[config.mk]
export PLATFORM = sky130hd
export DESIGN_NAME = cpwm_bridge
export DESIGN_NICKNAME = d
export VERILOG_FILES = /design/src/rtl/cpwm_pkg.sv /design/src/rtl/cpwm_timebase.sv /design/src/rtl/cpwm_dt_decode.sv /design/src/rtl/cpwm_channel.sv /design/src/rtl/cpwm_bridge.sv
export SDC_FILE = /design/constraint.sdc
export NUM_CORES = 1
export LEC_CHECK = 0
export BUFFER_PORTS_ARGS = -buffer_cell sky130_fd_sc_hd__buf_4
export CAP_MARGIN = 20
export CORE_MARGIN = 2
export CORE_UTILIZATION = 53
export DETAILED_ROUTE_END_ITERATION = 10
export GPL_ROUTABILITY_DRIVEN = 0
export PLACE_DENSITY = 0.83
export SLEW_MARGIN = 20
export SYNTH_ARGS = -nofsm -noshare
export SYNTH_HDL_FRONTEND = slang
export SYNTH_HIERARCHICAL = 1
export SYNTH_SLANG_ARGS = --single-unit
[constraint.sdc]
create_clock -name clk -period 3.2 [get_ports clk]
set_input_delay 0.64 -clock clk [delete_from_list [all_inputs] [get_ports clk]]
set_output_delay 0.64 -clock clk [all_outputs]
set_load 0.02 [all_outputs]
[src/rtl/cpwm_pkg.sv]
package cpwm_pkg;

  localparam int DT_CODE_W = 8;
  localparam int DT_LEN_W  = 10;

  typedef enum logic [1:0] {
    DT_UNIT   = 2'd0,
    DT_DOUBLE = 2'd1,
    DT_OCT    = 2'd2,
    DT_HEX    = 2'd3
  } dt_scale_e;

  typedef logic [DT_LEN_W-1:0] dt_len_t;

endpackage

[src/rtl/cpwm_timebase.sv]
module cpwm_timebase #(
  parameter int CNT_W = 16,
  parameter int PSC_W = 16
) (
  input  logic             clk,
  input  logic             rst,
  input  logic [PSC_W-1:0] psc_val,
  input  logic [CNT_W-1:0] period_val,
  output logic [CNT_W-1:0] cnt,
  output logic             upd
);

  logic [PSC_W-1:0] psc_cnt;
  logic             tick;

  assign tick = (psc_cnt >= psc_val);
  assign upd  = tick && (cnt >= period_val);

  always_ff @(posedge clk) begin
    if (rst) begin
      psc_cnt <= '0;
      cnt     <= '0;
    end else begin
      psc_cnt <= tick ? '0 : psc_cnt + 1'b1;
      if (tick) cnt <= upd ? '0 : cnt + 1'b1;
    end
  end

  AST_WRAP_TO_ZERO: assert property (@(posedge clk) disable iff (rst)
    upd |=> (cnt == '0));

  AST_HOLD_BETWEEN_TICKS: assert property (@(posedge clk) disable iff (rst)
    !tick |=> $stable(cnt));

endmodule

[src/rtl/cpwm_dt_decode.sv]
module cpwm_dt_decode
  import cpwm_pkg::*;
(
  input  logic [DT_CODE_W-1:0] dt_code,
  output dt_len_t              dt_len
);

  dt_scale_e scale;

  always_comb begin
    if (!dt_code[7])      scale = DT_UNIT;
    else if (!dt_code[6]) scale = DT_DOUBLE;
    else if (!dt_code[5]) scale = DT_OCT;
    else                  scale = DT_HEX;
  end

  always_comb begin
    unique case (scale)
      DT_UNIT:   dt_len = dt_len_t'(dt_code[6:0]);
      DT_DOUBLE: dt_len = dt_len_t'({1'b1, dt_code[5:0], 1'b0});
      DT_OCT:    dt_len = dt_len_t'({1'b1, dt_code[4:0], 3'b000});
      default:   dt_len = dt_len_t'({1'b1, dt_code[4:0], 4'b0000});
    endcase
  end

endmodule

[src/rtl/cpwm_channel.sv]
module cpwm_channel
  import cpwm_pkg::*;
#(
  parameter int CNT_W = 16
) (
  input  logic             clk,
  input  logic             rst,
  input  logic [CNT_W-1:0] cnt,
  input  logic             upd,
  input  logic [CNT_W-1:0] cmp_in,
  input  dt_len_t          dt_len,
  output logic             hi_raw,
  output logic             lo_raw
);

  logic [CNT_W-1:0] cmp_sh;
  logic             ref_now;
  logic             ref_d;
  dt_len_t          dt_cnt;
  logic             settled;

  assign ref_now = (cnt < cmp_sh);
  assign settled = (dt_cnt == '0);
  assign hi_raw  = ref_d && settled;
  assign lo_raw  = !ref_d && settled;

  always_ff @(posedge clk) begin
    if (rst) begin
      cmp_sh <= '0;
      ref_d  <= 1'b0;
      dt_cnt <= '0;
    end else begin
      if (upd) cmp_sh <= cmp_in;
      ref_d <= ref_now;
      if (ref_now != ref_d)  dt_cnt <= dt_len;
      else if (!settled)     dt_cnt <= dt_cnt - 1'b1;
    end
  end

  AST_SHADOW_STABLE: assert property (@(posedge clk) disable iff (rst)
    !upd |=> $stable(cmp_sh));

  AST_DT_BLANK: assert property (@(posedge clk) disable iff (rst)
    ((ref_now != ref_d) && (dt_len != '0)) |=> (!hi_raw && !lo_raw));

endmodule

[src/rtl/cpwm_bridge.sv]
module cpwm_bridge
  import cpwm_pkg::*;
#(
  parameter int   N_CH    = 3,
  parameter int   CNT_W   = 16,
  parameter int   PSC_W   = 16,
  parameter logic IDLE_HI = 1'b1,
  parameter logic IDLE_LO = 1'b1
) (
  input  logic                  clk,
  input  logic                  rst,
  input  logic                  brk_n,
  input  logic [PSC_W-1:0]      psc_val,
  input  logic [CNT_W-1:0]      period_val,
  input  logic [N_CH*CNT_W-1:0] cmp_val,
  input  logic [DT_CODE_W-1:0]  dt_code,
  input  logic [N_CH-1:0]       en_hi,
  input  logic [N_CH-1:0]       en_lo,
  output logic [N_CH-1:0]       pwm_hi,
  output logic [N_CH-1:0]       pwm_lo,
  output logic                  moe
);

  localparam logic [N_CH-1:0] IDLE_HI_V = {N_CH{IDLE_HI}};
  localparam logic [N_CH-1:0] IDLE_LO_V = {N_CH{IDLE_LO}};

  logic [CNT_W-1:0] cnt;
  logic             upd;
  dt_len_t          dt_len;
  logic [N_CH-1:0]  hi_raw;
  logic [N_CH-1:0]  lo_raw;
  logic             force_idle;

  cpwm_timebase #(.CNT_W(CNT_W), .PSC_W(PSC_W)) u_tb (
    .clk(clk), .rst(rst), .psc_val(psc_val), .period_val(period_val),
    .cnt(cnt), .upd(upd)
  );

  cpwm_dt_decode u_dt (.dt_code(dt_code), .dt_len(dt_len));

  for (genvar i = 0; i < N_CH; i++) begin : g_ch
    cpwm_channel #(.CNT_W(CNT_W)) u_ch (
      .clk(clk), .rst(rst), .cnt(cnt), .upd(upd),
      .cmp_in(cmp_val[i*CNT_W +: CNT_W]), .dt_len(dt_len),
      .hi_raw(hi_raw[i]), .lo_raw(lo_raw[i])
    );

    AST_OFF_HI_LOW: assert property (@(posedge clk) disable iff (rst)
      (moe && brk_n && !en_hi[i]) |=> !pwm_hi[i]);
    AST_OFF_LO_LOW: assert property (@(posedge clk) disable iff (rst)
      (moe && brk_n && !en_lo[i]) |=> !pwm_lo[i]);
  end

  assign force_idle = !brk_n || !moe;

  always_ff @(posedge clk) begin
    if (rst) begin
      pwm_hi <= IDLE_HI_V;
      pwm_lo <= IDLE_LO_V;
      moe    <= 1'b0;
    end else begin
      if (force_idle) begin
        pwm_hi <= IDLE_HI_V;
        pwm_lo <= IDLE_LO_V;
      end else begin
        pwm_hi <= en_hi & hi_raw;
        pwm_lo <= en_lo & lo_raw;
      end
      if (!brk_n)   moe <= 1'b0;
      else if (upd) moe <= 1'b1;
    end
  end

  AST_BRK_FORCE_IDLE: assert property (@(posedge clk) disable iff (rst)
    !brk_n |=> (pwm_hi == IDLE_HI_V && pwm_lo == IDLE_LO_V && !moe));

  AST_MOE_ONLY_ON_UPD: assert property (@(posedge clk) disable iff (rst)
    $rose(moe) |-> $past(upd));

  AST_BRK_HOLDS_MOE: assert property (@(posedge clk) disable iff (rst)
    (!moe && !brk_n) |=> !moe);

endmodule

==> summary.md <==
| Metric | Value |
|---|---|
| Crit path launch type | register |
| FP Rows | 42 |
| Fraction of registers with async set or reset after synthesis | 0 |
| Fmax | 0.385 GHz |
| Highest ir drop seen on vdd | 0.451 mV |
| Part of the Yosys area used for sequential elements | 0.328 |
| I/O Buffers | 103 |
| EDFF count, synth | 0 |
| CTS Sinks | 120 |
| CTS tree | built |
| Total routed wirelength | 18300 um |
| RSZ-0062 raised after global routing | no |
| Vias | 6566 |
| Antenna diode count | 0 |
| CP max-delay cell | dfxtp_1 |
| Vias/cell | 5.68 |
| Initial DRC Count | 405 |
| Core Box Area | 0.0134 mm^2 |
| Clock Latency Late Sink | 420 ps |
| Post-Syn Instances | 869 |
| Crit. End Element | register |
| Initial antenna violation count | 0 |
| Clock transition at the registers of the reported paths | 50 ps |
| Skew final | 5.67 ps |
| Final Hold Viols | 0 |
| Layout cell share with drive strength beyond 1 | 0.167 |
| Top_reg_cell synth | dfxtp_1 |
| Total congestion overflow | 0 |
| Setup_tns | 0 ps |
| Placed Area | 0.00824 mm^2 |
| Post-Syn Area | 0.00733 mm^2 |
| Routed Antenna Nets | 0 |
| Longest Clk Path Bufs | 2 |
| Inserted Clock Buffers | 17 |
| #FFs+latches synth | 120 |
| Initial core utilization | 0.547 |
| Type of the worst setup path | reg -> reg |
| Total die area | 0.0148 mm^2 |
| Endpoints failing setup | 0 |
| Final Core Density | 0.662 |
| Post-Place Cells | 1126 |
| Hold_ws | 413 ps |
| CTS Hold Bufs | 0 |
| Worst EP required | 3550 ps |
| Post-route cell area | 0.00888 mm^2 |
| Most frequent cells in the layout | dfxtp_1 (120), buf_4 (111), inv_1 (90) |
| Warnings from Yosys | 6 |
| Pins Over Slew Limit | 0 |
| Distinct cells, synth | 53 |
| WL per Instance | 15.8 um |
| First-pass GRT wire length | 29800 um |
| Synth area leader | dfxtp_1 |
| PD cells | 595 mW/mm^2 |
| Post-CTS Setup Bufs | 0 |
| Place WS | 289 ps |
| Worst path arrival time | 2950 ps |
| Vias in the first global route | 6351 |
| Status | finished, final reports clean |
| Design Power | 5.28 mW |
| Worst hold path type | in -> reg |
| Root buffer cell | clkbuf_16 |
| Most common cell after layout, fill and taps aside | dfxtp_1 |
| Post-Layout Cell Count | 1156 |
| DIE WIDTH | 122 um |
| Worst slew pin tran | 934 ps |
| Area Overhead vs Synth | 21.0% |
| Depth of the CTS H-tree | 4 |
| Syn nets | 1048 |
| CTS resizes | 0 |
| First-pass DRT Iterations | 7 |
| Critical path cell sequence | ha_1, nand4_1, nor4_1, a31o_2, nor3_1, buf_4, or4_1, a21oi_1 |
| Period utilization | 0.813 |
| Critical Path Start | u_tb/cnt[14] |
| Largest net degree at the start of global routing | 62 |
| # DRC | 0 |
| Max-Cap Viols | 0 |
| Slew HR | 0.373 |
| Final nets | 1148 |
| Top cell type's share of synthesized area | 0.328 |
| DIE HEIGHT | 122 um |
| FF-to-FF Start | u_tb/cnt[14] |
| P_leak | 3.78 nW |
| Largest cells by area after synthesis | dfxtp_1 (33%), ha_1 (14%), mux2i_1 (7.6%), a21oi_1 (5.3%), inv_1 (4.6%) |
| Final setup margin | 600 ps |
| CP Max Fanout | 13 |
| Minimum clock period | 2600 ps |
| IO Count | 104 |
| Total GRT Usage | 0.255 |
| Post-DP HPWL | 12600 um |
| Hold Crit Start | en_hi[2] |
| Largest stage delay, worst path | 590 ps |
| Mean Syn Cell Area | 8.44 um^2 |
==> routing by layer <==
metal / wire, um / GRT usage
met1: 7760 / 0.297
met2: 9110 / 0.460
met3: 1090 / 0.0599
met4: 319 / 0.0826
met5: 0 / 0
==> path summary, 6_finish.rpt <==
check / to / slack [ps] / cells after the start
max: g_ch[0].u_ch/dt_cnt[5] / 600 / 8
min: pwm_hi[2] / 410 / 2
max reg2reg: g_ch[0].u_ch/dt_cnt[5] / 600 / 8
min reg2reg: g_ch[2].u_ch/cmp_sh[14] / 490 / 2
==> final cells by class <==
type	instances	area, um^2
sequential	120	2400
clock inverter	8	143
timing repair buffer	112	853
tap	176	220
fill	1095	4520
inverter	90	338
multi-input combinational	628	4430
clock buffer	22	494
==> critical path: cells and delay by family, from the launching register on <==
kind                       cells  cell delay [ps]
AOI/OAI and AO/OA              2              440
DFF                            1              590
adders and majority gates      1              230
buffers and inverters          1              190
and+or+nand+nor                4             1070
==> sequential cells by signal (all words and copies together) (netlist names) <==
signal            cells
u_tb/cnt             16
moe                   1
pwm_hi                3
u_tb/psc_cnt         16
g_ch.u_ch/dt_cnt     30
g_ch.u_ch/cmp_sh     48
g_ch.u_ch/ref_d       3
pwm_lo                3
==> cells by family after synthesis <==
| kind of cell | count (synthesis) | synth area share |
|---|---|---|
| compound gates | 182 | 0.154 |
| xor+xnor | 36 | 0.0430 |
| fa+ha+maj | 82 | 0.140 |
| buf+inv | 121 | 0.0693 |
| flops | 120 | 0.328 |
| mux | 56 | 0.0764 |
| simple gates | 272 | 0.190 |
==> cells in the mapped netlist, types with 2 or more instances <==
cell type / number
a21oi_1: 78
clkbuf_1: 18
nand3_1: 28
a21o_1: 10
nor4_1: 15
o21ai_0: 46
nor3_1: 9
a311oi_1: 6
buf_1: 3
o22ai_1: 3
xor2_1: 22
nand2b_1: 9
and3_1: 7
inv_1: 90
o311ai_1: 5
buf_4: 4
dfxtp_1: 120
or4_1: 15
o21a_1: 4
or3_2: 3
nand2_1: 50
o31ai_1: 5
o21ai_1: 4
nor2_1: 87
mux2i_1: 56
o2bb2ai_1: 5
o22a_1: 2
ha_1: 82
nor3b_2: 2
or3_1: 12
nand3b_1: 3
buf_6: 5
a31o_2: 3
xnor2_1: 14
nor3b_1: 3
o21a_4: 3
and2_1: 7
nand4_1: 12
a2111o_1: 3
or2_2: 3
==> where the power goes <==
part           switching, mW  total, mW  internal [mW]
Combinational          0.694       1.40          0.704
Clock                  0.670       2.06           1.39
Sequential             0.164       1.82           1.66
Total                   1.53       5.28           3.75
Note: power is estimated with default switching activity, not from simulation.
